===== src/rtl/dbg_pkg.sv =====
package dbg_pkg;
  localparam int unsigned CAUSE_EXT = 0;
  localparam int unsigned CAUSE_DEC = 1;
  localparam int unsigned CAUSE_BRK = 2;
  localparam int unsigned CAUSE_WCH = 3;
  localparam int unsigned CAUSE_MIN = 4;

  typedef enum logic {
    SEL_CAUSE  = 1'b0,
    SEL_ENABLE = 1'b1
  } reg_sel_e;
endpackage


===== src/rtl/dbg_event_qual.sv =====
module dbg_event_qual #(
  parameter int unsigned N = 8
) (
  input  logic [N-1:0] evt,
  input  logic         in_dbg,
  input  logic         ee,
  output logic [N-1:0] qual
);
  import dbg_pkg::*;

  for (genvar g = 0; g < N; g++) begin : g_bit
    if (g == CAUSE_EXT || g == CAUSE_DEC) begin : g_masked
      assign qual[g] = evt[g] & ee;
    end else if (g == CAUSE_BRK || g == CAUSE_WCH) begin : g_trap
      assign qual[g] = evt[g] & ~in_dbg;
    end else begin : g_plain
      assign qual[g] = evt[g];
    end
  end
endmodule


===== src/rtl/dbg_cause_regs.sv =====
module dbg_cause_regs #(
  parameter int unsigned N = 8
) (
  input  logic         clk,
  input  logic         rst_n,
  input  logic [N-1:0] qual,
  input  logic         sel,
  input  logic         rd,
  input  logic         wr,
  input  logic [N-1:0] wdata,
  output logic [N-1:0] rdata,
  output logic [N-1:0] cause,
  output logic [N-1:0] enable
);
  import dbg_pkg::*;

  function automatic logic [N-1:0] clear_mask(input logic to_cause, input logic do_rd,
                                              input logic do_wr, input logic [N-1:0] wd);
    logic [N-1:0] m;
    m = '0;
    if (to_cause) begin
      if (do_rd) m = '1;
      if (do_wr) m = m | wd;
    end
    return m;
  endfunction

  reg_sel_e     sel_e;
  logic [N-1:0] clr;

  assign sel_e = reg_sel_e'(sel);
  assign clr   = clear_mask(sel_e == SEL_CAUSE, rd, wr, wdata);
  assign rdata = (sel_e == SEL_ENABLE) ? enable : cause;

  always_ff @(posedge clk) begin
    if (!rst_n) begin
      cause  <= '0;
      enable <= '0;
    end else begin
      cause <= (cause & ~clr) | qual;
      if (wr && sel_e == SEL_ENABLE) enable <= wdata;
    end
  end
endmodule


===== src/rtl/dbg_mode_fsm.sv =====
module dbg_mode_fsm (
  input  logic clk,
  input  logic rst_n,
  input  logic pending,
  input  logic rfi,
  input  logic rec_any,
  input  logic ee_wr,
  input  logic ee_wdata,
  input  logic fetch_req,
  output logic in_dbg,
  output logic ee,
  output logic report,
  output logic save,
  output logic fetch_go
);
  logic enter;
  logic leave;
  logic hold_fetch;

  assign enter      = ~in_dbg & pending;
  assign leave      = in_dbg & rfi;
  assign hold_fetch = in_dbg & rec_any;
  assign save       = enter;
  assign fetch_go   = fetch_req & ~hold_fetch;

  always_ff @(posedge clk) begin
    if (!rst_n) begin
      in_dbg <= 1'b0;
      ee     <= 1'b0;
      report <= 1'b0;
    end else begin
      if (enter)      in_dbg <= 1'b1;
      else if (leave) in_dbg <= 1'b0;

      if (enter)                ee <= 1'b0;
      else if (ee_wr && !in_dbg) ee <= ee_wdata;

      report <= hold_fetch;
    end
  end
endmodule


===== src/rtl/dbgmode_ctrl.sv =====
module dbgmode_ctrl #(
  parameter int unsigned NCAUSE = 8
) (
  input  logic              clk,
  input  logic              rst_n,
  input  logic [NCAUSE-1:0] evt_i,
  input  logic              rfi_i,
  input  logic              fetch_req_i,
  input  logic              ee_wr_i,
  input  logic              ee_wdata_i,
  input  logic              reg_sel_i,
  input  logic              reg_rd_i,
  input  logic              reg_wr_i,
  input  logic [NCAUSE-1:0] reg_wdata_i,
  output logic [NCAUSE-1:0] reg_rdata_o,
  output logic              freeze_o,
  output logic              fetch_sel_o,
  output logic              fetch_go_o,
  output logic              report_o,
  output logic              save_o,
  output logic              ee_o
);
  logic [NCAUSE-1:0] qual_w;
  logic [NCAUSE-1:0] cause_w;
  logic [NCAUSE-1:0] enable_w;
  logic              pending_w;
  logic              rec_any_w;
  logic              dbg_w;

  assign pending_w   = |(cause_w & enable_w);
  assign rec_any_w   = |qual_w;
  assign freeze_o    = dbg_w;
  assign fetch_sel_o = dbg_w;

  dbg_event_qual #(.N(NCAUSE)) qual_i (
    .evt    (evt_i),
    .in_dbg (dbg_w),
    .ee     (ee_o),
    .qual   (qual_w)
  );

  dbg_cause_regs #(.N(NCAUSE)) regs_i (
    .clk    (clk),
    .rst_n  (rst_n),
    .qual   (qual_w),
    .sel    (reg_sel_i),
    .rd     (reg_rd_i),
    .wr     (reg_wr_i),
    .wdata  (reg_wdata_i),
    .rdata  (reg_rdata_o),
    .cause  (cause_w),
    .enable (enable_w)
  );

  dbg_mode_fsm fsm_i (
    .clk       (clk),
    .rst_n     (rst_n),
    .pending   (pending_w),
    .rfi       (rfi_i),
    .rec_any   (rec_any_w),
    .ee_wr     (ee_wr_i),
    .ee_wdata  (ee_wdata_i),
    .fetch_req (fetch_req_i),
    .in_dbg    (dbg_w),
    .ee        (ee_o),
    .report    (report_o),
    .save      (save_o),
    .fetch_go  (fetch_go_o)
  );
endmodule


===== config.mk =====
export PLATFORM = sky130hd
export DESIGN_NAME = dbgmode_ctrl
export DESIGN_NICKNAME = d
export VERILOG_FILES = /design/src/rtl/dbg_pkg.sv /design/src/rtl/dbg_event_qual.sv /design/src/rtl/dbg_cause_regs.sv /design/src/rtl/dbg_mode_fsm.sv /design/src/rtl/dbgmode_ctrl.sv
export SDC_FILE = /design/constraint.sdc
export NUM_CORES = 1
export LEC_CHECK = 0
export BUFFER_PORTS_ARGS = -buffer_cell sky130_fd_sc_hd__buf_2
export CAP_MARGIN = 20
export CORE_UTILIZATION = 40
export DETAILED_ROUTE_END_ITERATION = 10
export PLACE_DENSITY = 0.74
export SYNTH_ARGS = -nofsm -noshare
export SYNTH_HDL_FRONTEND = slang
export SYNTH_SLANG_ARGS = --single-unit

===== constraint.sdc =====
create_clock -name clk -period 3.2 [get_ports clk]
set_input_delay 0.16 -clock clk [delete_from_list [all_inputs] [get_ports clk]]
set_output_delay 0.16 -clock clk [all_outputs]
set_load 0.01 [all_outputs]

# Word level (Yosys, flattened, before mapping)
# Cells that the tools add are included.
# word_totals
register_bits,19
in_bits,25
out_inout_bits,14
word_cells,35
# op_classes
muxes,7
bitwise,16
reduce_logical,7
# op_table
operator,count
two-way mux 8 bit,5
bitwise AND 8 bit,2
OR 8 bit,2
OR reduction 8 bit,2
bitwise AND 1 bit,8
NOT 8 bit,1
NOT 1 bit,3
logical AND 1 bit,2
two-way mux 1 bit,2
nonzero test 2 bit,1
OR reduction 2 bit,1
zero test 1 bit,1

# Longest topological paths before layout
# depth
depth_word,8
mapped_depth,5
depth_no_buf,4

# Hierarchy
# A second synthesis with hierarchy kept.
# hier_totals
cells_unflattened,116
hier_area_um2,1046.0
# modules_own_cells
module,n_inst,cells_each,area_each_um2,seq_area_each_um2
dbg_cause_regs,1,87,798.3,320.3
dbg_mode_fsm,1,12,132.6,60.1
dbgmode_ctrl,1,9,60.1,0.0
dbg_event_qual,1,8,55.1,0.0

# Worst setup path after synthesis
# Ideal clock, no wire load.
# synth_timing
path_kind,register -> register
start,reg regs_i.cause[4]
end,reg fsm_i.ee
setup_ns,0.073
arrival_time_ns,1.085
t_required_ns,3.127
path_slack_ns,2.042
path_stages_with_launch,5
path_buffers,0
synth_period_minus_slack_ns,1.158
path_cell_list,dfxtp_1 -> a22o_1 -> a221oi_2 -> a31oi_1 -> nor3b_2
# synth_between
elab_chain_cells,4
# synth_rtl
item,line_no,text
"start, declared",dbg_cause_regs.sv:12,"output logic [N-1:0] cause,"
"start signal, assigned",dbg_cause_regs.sv:40,cause <= (cause & ~clr) | qual;
bitwise AND 8 bit,dbgmode_ctrl.sv:30,assign pending_w = |(cause_w & enable_w);
OR reduction 8 bit,dbgmode_ctrl.sv:30,
bitwise AND 1 bit,dbg_mode_fsm.sv:20,assign enter = ~in_dbg & pending;
named net save_o,dbgmode_ctrl.sv:20,"output logic save_o,"
OR reduction 2 bit (no line),-,
"end signal, assigned",dbg_mode_fsm.sv:36,else if (ee_wr && !in_dbg) ee <= ee_wdata;
"end, declared",dbg_mode_fsm.sv:11,"output logic ee,"
# The timed path passes the listed nets, and every way through them passes these cells.
# A chain may end at the register's enable or synchronous reset.

# Worst setup path in the final report
# layout_timing
start,reg regs_i.cause[4]
end,out save_o
# layout_between
elab_chain_cells,3
# layout_rtl
item,line_no
bitwise AND 8 bit,dbgmode_ctrl.sv:30
OR reduction 8 bit,dbgmode_ctrl.sv:30
bitwise AND 1 bit,dbg_mode_fsm.sv:20
"end, declared",dbgmode_ctrl.sv:20
# Every way passes these cells.

==> metrics.cfg <==
[final_layout]
seq_area_um2=380
drive_gt1_frac=0.312
fill_cells=230
final_cell_count_no_fill=166
nNetsFinal=164
multi_input_area_um2=518
antenna_cells=0
utilization=0.520
areaGrowthSynthToFinish_pct=22.9

[sta]
setup_tns_ns=0
maxSlewViolCount=0
slew_headroom=0.682
fin_crit_sh=0.490
clock_skew_ns=0.00433
fin_crit_ns=1.57
hold_viol_final=0
fin_ws_ns=1.63
fmax_ghz=0.638
worst_slew_pin_slew_ns=0.477
rsz0062_at_grt=false
finalSetupViolations=0

[clock_network]
postCtsHoldBufs=0
clock_sinks=19
clkTransAtPathRegs_ns=0.10
cts-htree-levels=1
clock_path_buffers=2
cts_setup_buffers=0
cts_made_buffers=3
clkLatencyLatePin_ns=0.30
cts_root_buf=clkbuf_4
cts_tree=built
cts_resized=0

[yosys]
synthDominantCellAreaShare=0.406
yosys.area.top_type=dfxtp_1
synth_edf_count=0
synth_seq_cells=19
async_flop_share=0
synth_cell_type_count=22
synth_top_flop_cell=dfxtp_1
avgSynthCellArea_um2=9.00
synth_warnings=0
synthCells=104
synth_area_leaders=dfxtp_1, a21boi_1, mux2_1
synthesis.nets=129
ys_seq_area_frac=0.406
netlist_area_um2=936

[global_route]
antenna_found_initial=0
grt_max_degree=26
grt_overflow=0
grt_pass1_vias=784
grt.total_usage=0.180
grt_pass1_wl_um=3460

[setup_path]
startpoint_type=flip-flop
cp_max_fo=3
r2r_start=regs_i.cause[4]
ff2ff_path_depth=4
criticalPathCategory=reg -> out
reg2reg_to=fsm_i.in_dbg
crit_required_ns=3.04
crit_arrival_ns=1.41
rrSetupSlack_ns=2.01
critPathCaptureType=output port

[placement]
gp_congestion=0.735
dpl.cell_count=162
place_hpwl_um=1590
port_buffers=38
pre_cts_ws_ns=1.95

[routing]
drc_errors=0
drtPass1Iterations=4
drt_wl_total_um=2180
vias=897
drt-initial-drc-count=11
wl_per_cell_um=13.1
ant_nets=0
post_drt_via_cell_ratio=5.40

[min_path]
holdPathStages=2
hold_path.class=in -> reg
hp-start=evt_i[7]
min_to=regs_i.cause[7]

[power]
leakage_nw=0.527
fin_total_pwr_uw=480
peakVddDrop_v=0.000362
p_per_area_nw_per_um2=418

[run_status]
status=completed

[die]
coreArea_um2=2210
floorplan.die_area_um2=2540
die_width_um=50.4
fp.dieH_um=50.4
initial_core_util=0.423
io_pins=39
rows=17

[job]
max-cap-violations=0

==> worst max path at each step <==
stage	from	end	slack, ns	depth (start not counted)
floorplan	regs_i.cause[4]	fsm_i.ee	2.04	4
global placement	regs_i.cause[4]	save_o	1.96	4
detailed placement	regs_i.cause[4]	save_o	1.95	4
CTS	regs_i.cause[4]	save_o	1.62	4
global route	regs_i.cause[4]	save_o	1.56	4
finish	regs_i.cause[4]	save_o	1.63	4
==> sequential cells by signal, summed over array words and instances (netlist names) <==
register	flops
fsm_i.ee	1
fsm_i.in_dbg	1
fsm_i.report	1
regs_i.enable	8
regs_i.cause	8
==> layer usage <==
metal	GRT usage	wire, um	share of wire
met2	0.287	1060	0.49
met1	0.241	1000	0.46
met3	0.0576	100	0.046
met4	0.0278	14	0.0064
met5	0	0	0
==> cells in the mapped netlist, drive strengths merged (2+ instances only) <==
cell,n
clkbuf,4
nand2,12
a21boi,13
a22oi,2
a21oi,8
mux2,8
buf,4
dfxtp,19
nand2b,2
nor2b,2
o21ai,5
nand3,9
o21a,8
==> per-stage QoR <==
step	hold WS (ns)	cell area (um^2)
after floorplan	0.284	936
after detailed placement	0.394	1120
after CTS	0.0830	1150
after global routing	0.0754	1150
after global placement	0.389	1120
final	0.0870	1150
==> area by class of cell <==
cell class | count | share of cell area
clock buffer | 4 | 0.0229
multi-input combinational | 77 | 0.450
sequential | 19 | 0.331
tap | 28 | 0.0305
timing repair buffer | 38 | 0.165
==> power breakdown <==
| group | switching (mW) | internal (mW) |
|---|---|---|
| clock | 0.0730 | 0.0485 |
| sequential | 0.0134 | 0.251 |
| combinational | 0.0478 | 0.0463 |
==> placed cells by master (no fill, tap or decap) <==
cell type,n
nor2b_1,2
a21boi_1,13
dfxtp_1,19
a22o_1,1
o211a_1,1
clkbuf_4,3
nor4_1,1
a22oi_1,2
a31oi_1,1
a21oi_1,8
mux2i_1,1
nand3_1,9
a221oi_2,1
nor3b_2,1
o21a_1,8
nand2b_1,2
and2_1,1
mux2_1,8
nand2_1,12
clkbuf_1,1
o21ai_1,5
buf_2,38
==> critical path, stage by stage (launching register included) <==
cell      delay [ns]
dfxtp_1         0.34
a22o_1          0.23
a221oi_2        0.22
a31oi_1         0.16
buf_2           0.17
==> cells by family (layout without fill, tap and decap cells) <==
logic type | count (synthesis) | count (layout) | share of synthesized area
flops | 19 | 19 | 0.406
compound gates | 40 | 40 | 0.297
buf+inv | 8 | 42 | 0.0401
simple gates | 28 | 28 | 0.150
mux | 9 | 9 | 0.107
Note: power is estimated with default switching activity, not from simulation.
